[config.mk]
export PLATFORM = sky130hd
export DESIGN_NAME = smpl_rate_gen
export DESIGN_NICKNAME = d
export VERILOG_FILES = /design/src/rtl/smpl_rate_gen.sv
export SDC_FILE = /design/constraint.sdc
export NUM_CORES = 1
export LEC_CHECK = 0
export BUFFER_PORTS_ARGS = -buffer_cell sky130_fd_sc_hd__buf_2
export CAP_MARGIN = 5
export CORE_MARGIN = 1.5
export CORE_UTILIZATION = 57
export DETAILED_ROUTE_END_ITERATION = 16
export PLACE_DENSITY = 0.77
export SYNTH_ARGS = -nofsm -noshare
export SYNTH_HDL_FRONTEND = slang
export SYNTH_SLANG_ARGS = --single-unit
[constraint.sdc]
create_clock -name clk -period 2 [get_ports clk]
set_input_delay 0.3 -clock clk [delete_from_list [all_inputs] [get_ports clk]]
set_output_delay 0.3 -clock clk [all_outputs]
set_load 0.02 [all_outputs]
[src/rtl/smpl_rate_gen.sv]
module smpl_rate_gen #(
  parameter logic [31:0] RESET_CFG = 32'h2000_0001
) (
  input  logic        clk,
  input  logic        rst_n,
  input  logic        cfg_we,
  input  logic [31:0] cfg_wdata,
  input  logic        ext_clk,
  input  logic        rx_frame,
  input  logic        tx_load,
  output logic        bclk_en,
  output logic        fsg,
  output logic        tx_fsync
);
  localparam int DIV_W = 8;
  localparam int POS_W = 12;
  localparam int WID_W = 8;
  localparam int SYNC_N = 3;

  logic [31:0]       cfg_q;
  logic [SYNC_N-1:0] ck_s, rx_s;
  logic [DIV_W-1:0]  div_cnt;
  logic [POS_W-1:0]  pos, pos_nxt;
  logic              armed, clkg_q, fsg_q, xfs_q;

  wire              resync_en = cfg_q[31];
  wire              ext_fall  = cfg_q[30];
  wire              int_src   = cfg_q[29];
  wire              fs_gen    = cfg_q[28];
  wire [POS_W-1:0]  per       = cfg_q[27:16];
  wire [WID_W-1:0]  wid       = cfg_q[15:8];
  wire [DIV_W-1:0]  cdv       = cfg_q[7:0];

  wire ck_rise  = ck_s[1] & ~ck_s[2];
  wire ck_drop  = ~ck_s[1] & ck_s[2];
  wire rx_edge  = rx_s[1] & ~rx_s[2];
  wire sync_md  = ~int_src & resync_en;
  wire src_tick = int_src | (ext_fall ? ck_drop : ck_rise);
  wire div_hit  = src_tick && (div_cnt == cdv);
  wire restart  = sync_md & rx_edge;
  wire fs_gate  = ~sync_md | armed;
  wire in_width = pos <= {{(POS_W-WID_W){1'b0}}, wid};

  always_comb begin
    if (sync_md)
      pos_nxt = (&pos) ? pos : pos + 1'b1;
    else
      pos_nxt = (pos == per) ? '0 : pos + 1'b1;
  end

  always_ff @(posedge clk or negedge rst_n) begin
    if (!rst_n) begin
      ck_s <= '0;
      rx_s <= '0;
      xfs_q <= 1'b0;
    end else begin
      ck_s <= {ck_s[SYNC_N-2:0], ext_clk};
      rx_s <= {rx_s[SYNC_N-2:0], rx_frame};
      xfs_q <= tx_load;
    end
  end

  always_ff @(posedge clk or negedge rst_n) begin
    if (!rst_n) begin
      cfg_q   <= RESET_CFG;
      div_cnt <= '0;
      pos     <= '0;
      armed   <= 1'b0;
      clkg_q  <= 1'b0;
      fsg_q   <= 1'b0;
    end else if (cfg_we) begin
      cfg_q   <= cfg_wdata;
      div_cnt <= '0;
      pos     <= '0;
      armed   <= 1'b0;
      clkg_q  <= 1'b0;
      fsg_q   <= 1'b0;
    end else begin
      clkg_q <= div_hit & ~restart;
      if (restart) begin
        div_cnt <= '0;
        pos     <= '0;
        armed   <= 1'b1;
      end else if (src_tick) begin
        div_cnt <= div_hit ? '0 : div_cnt + 1'b1;
        if (div_hit) begin
          fsg_q <= fs_gate & in_width;
          pos   <= pos_nxt;
        end
      end
    end
  end

  assign bclk_en  = clkg_q;
  assign fsg      = fsg_q;
  assign tx_fsync = fs_gen ? fsg_q : xfs_q;
endmodule


==> impl_metrics.env <==
export IMPL_cp_cell_sequence="ha_1 -> nand3_2 -> or4_4 -> nand3_1 -> nor3_2 -> buf_4 -> mux2_2"
export IMPL_area_delta_synth_final_pct=21.75
export IMPL_worstReg2RegStart="pos[0]$_DFFE_PN0P_"
export IMPL_r2r_cells=7
export IMPL_slew_headroom_pct=59.47
export IMPL_cts_root_buf="clkbuf_8"
export IMPL_syn_inst=276
export IMPL_syn_area_sq_mm=0.003078
export IMPL_cts_tree="done"
export IMPL_grt_pass1_vias=2158
export IMPL_grt_util_met2_pct=33.21
export IMPL_grt_overflow_total=0
export IMPL_pre_cts_ws_ns=0.008881
export IMPL_holdWs_ns=0.06291
export IMPL_critPathCaptureType="flop"
export IMPL_track_usage_pct=22.93
export IMPL_cell_internal_pwr_mw=2.234
export IMPL_tightest_slew_ns=0.6080
export IMPL_clockBufferDepth=2
export IMPL_cts_clk_slew_worst_paths_ns=0.07
export IMPL_critical_path_required_ns=2.22
export IMPL_drive_gt1_share_pct=35.94
export IMPL_place_gp_congestion=0.8576
export IMPL_die_w_um=76.49
export IMPL_first_iter_violations=166
export IMPL_insertion_delay_ns=0.34
export IMPL_hold_viol=0
export IMPL_syn_nets=324
export IMPL_outcome="finished clean"
export IMPL_ant_nets=0
export IMPL_grt_pass1_wl_um=10320
export IMPL_crit_fanout=10
export IMPL_crit_family="simple AND/OR/NAND/NOR gates"
export IMPL_max_vdd_ir_drop_uv=631.5
export IMPL_min_delay_start="rx_frame"
export IMPL_grt_util_met3_pct=4.671
export IMPL_slowest_stage="or4_4"
export IMPL_setup_viol_count_final=0
export IMPL_drc_errors=0
export IMPL_use_met1_pct=33.52
export IMPL_clock_power_share_pct=41.1
export IMPL_rsz0062_at_grt="true"
export IMPL_num_vias=2256
export IMPL_ys_ff_latch=62
export IMPL_portBuffers=40
export IMPL_num_rows=26
export IMPL_seq_power_share_pct=47.3
export IMPL_leakage_nw=1.764
export IMPL_start_util_pct=59.51
export IMPL_routedWlPerCell_um=14.85
export IMPL_diodes=0
export IMPL_min_period_over_period_pct=97.53
export IMPL_p_switching_uw=696.5
export IMPL_cp_start_kind="flop"
export IMPL_ys_top_cells_by_area="dfrtp_1 49%, mux2_2 9.9%, xor2_1 6.3%"
export IMPL_ios=41
export IMPL_drt_first_pass_iters=5
export IMPL_die_h_um=76.49
export IMPL_grt_antenna_before_repair=0
export IMPL_worstSetupPathType="reg -> reg"
export IMPL_power_density_mw_per_mm2=782.0
export IMPL_worst_r2r_endpoint="pos[0]$_DFFE_PN0P_"
export IMPL_combinationalPowerShare_pct=11.5
export IMPL_cap_violations=0
export IMPL_grt_busiest_layer="met1"
export IMPL_die_area_sq_mm=0.005850
export IMPL_cts_buffers_inserted=9
export IMPL_layout_common_cells="58 x dfrtp_1, 40 x buf_2, 27 x mux2_2, 22 x xor2_1"
export IMPL_final_common_cell="dfrtp_1"
export IMPL_layout_setup_ws_ns=0.04939
export IMPL_hp_class="in -> reg"
export IMPL_finClkSkew_ns=0.006480
export IMPL_final_nets=388
export IMPL_synth_top_area_share_pct=48.78
export IMPL_drv_slew=0
export IMPL_arrival_ns=2.17
export IMPL_min_to="rx_s[0]$_DFF_PN0_"
export IMPL_synth_area_leader_cell="dfrtp_1"
export IMPL_rrSetupSlack_ns=0.05
export IMPL_fin_crit_ns=1.951
export IMPL_viasPerCell=5.436
export IMPL_hold_depth=1
export IMPL_core_sq_mm=0.005172
export IMPL_dp_hpwl_um=4503
export IMPL_fmax_mhz=512.7
export IMPL_critPathBufInv=1
export IMPL_slowest_delay_ns=0.55
export IMPL_ys_seq_area_share_pct=50.49
export IMPL_synth_cell_types=43
export IMPL_yosys_warnings=0
export IMPL_cts_sinks=62
export IMPL_switching_share_pct=23.77
export IMPL_routed_wl_um=6163
export IMPL_cts_max_level=3
export IMPL_grt_max_degree=43
export IMPL_syn_area_per_cell_sq_um=11.15
==> logic make-up (layout without fill, tap and decap cells) <==
logic type,count (synthesis),count (layout),share of synthesized area (%)
DFF,62,62,50.49
AOI/OAI and AO/OA,43,43,9.147
muxes,27,27,9.878
xor gates and xnor gates,26,26,7.398
and+or+nand+nor,88,88,16.02
adders and majority gates,10,10,4.065
buffers and inverters,20,89,3.008
==> power groups by stage <==
stage | Clock [mW] | Combinational, mW | Sequential, mW
floorplan | 0 | 0.203 | 1.40
global placement | 0 | 0.321 | 1.41
detailed placement | 0 | 0.335 | 1.41
CTS | 1.23 | 0.339 | 1.39
global route | 1.29 | 0.379 | 1.40
finish | 1.21 | 0.338 | 1.39
==> layout make-up <==
class                           count  area, sq um
Multi-Input combinational cell    194         1439
Clock buffer                       10        137.6
Tap cell                           70        87.58
Fill cell                         386         1425
Timing Repair Buffer               63        404.1
Clock inverter                      6        85.08
Sequential cell                    62         1556
Inverter                           10        37.54
==> worst register-to-register path, cell delays in order (launching register included) <==
cell and delay (ns):
dfrtp_1 0.41, ha_1 0.22, nand3_2 0.08, or4_4 0.55
nand3_1 0.11, nor3_2 0.04, buf_4 0.17, mux2_2 0.26
==> through the flow <==
stage | total power, mW | instances | utilization [%] | area, sq um | setup TNS (ns)
global route | 3.062 | 415 | 72.45 | 3747 | -0.04589
finish | 2.930 | 415 | 72.45 | 3747 | 0
detailed placement | 1.745 | 396 | 67.39 | 3486 | 0
floorplan | 1.601 | 276 | - | 3078 | 0
CTS | 2.954 | 413 | 71.89 | 3719 | 0
global placement | 1.728 | 396 | 67.39 | 3486 | 0
==> registers in the layout, summed over array words and instances, names as in the netlist <==
signal,flops
cfg_q,32
pos,12
div_cnt,8
ck_s,3
rx_s,3
armed,1
bclk_en,1
fsg,1
xfs_q,1
==> worst max path at each step <==
stage	startpoint	depth (start not counted)	slack, ns	to
global placement	pos[0]$_DFFE_PN0P_	7	0.1	pos[0]$_DFFE_PN0P_
CTS	pos[1]$_DFFE_PN0P_	8	0.02	pos[3]$_DFFE_PN0P_
floorplan	pos[1]$_DFFE_PN0P_	6	0.16	pos[0]$_DFFE_PN0P_
global route	pos[7]$_DFFE_PN0P_	7	-0.03	pos[11]$_DFFE_PN0P_
finish	pos[0]$_DFFE_PN0P_	7	0.05	pos[0]$_DFFE_PN0P_
detailed placement	pos[0]$_DFFE_PN0P_	8	0.009	pos[11]$_DFFE_PN0P_
==> timing repair <==
item	4_1_cts	5_1_grt
resized for setup	0	6
pin swaps	1	4
setup endpoints to repair	1	11
hold buffers	1	0
endpoints found under the hold margin	23	0
buffers inserted	0	2
==> Yosys cell counts <==
cell type and instances:
or4_4 1, and2_1 1, a2111oi_0 1, dfrtp_1 60, o21ai_1 7, a211oi_1 1, or2_2 1, nand3_1 12
o31ai_1 1, and3_1 5, clkbuf_1 6, nor2_1 19, o21ai_2 4, nand2b_1 1, nand4_2 1, and4bb_2 1
inv_1 10, nand2_1 17, mux2_2 27, nand3_2 1, nor4_4 1, nand2_4 1, ha_1 10, o21ai_0 10
nor4_2 1, dfstp_2 2, o211ai_1 1, nor2_2 1, nor3_1 5, nor4_1 4, nor2b_1 5, xor2_1 22
a21o_1 1, buf_6 2, nand4_1 7, nor3b_1 1, buf_2 2, xnor2_1 4, a21oi_1 7, nand3b_1 1
a22o_1 9, a211o_1 1, nor3_2 1
==> per-layer routing <==
metal	vias to the layer above	share of wire (%)
met5	-	0
met4	0	1.5
met3	12	6.5
met2	77	45
met1	1060	47
li1	1107	-
Power figures use the tool's default switching activity.
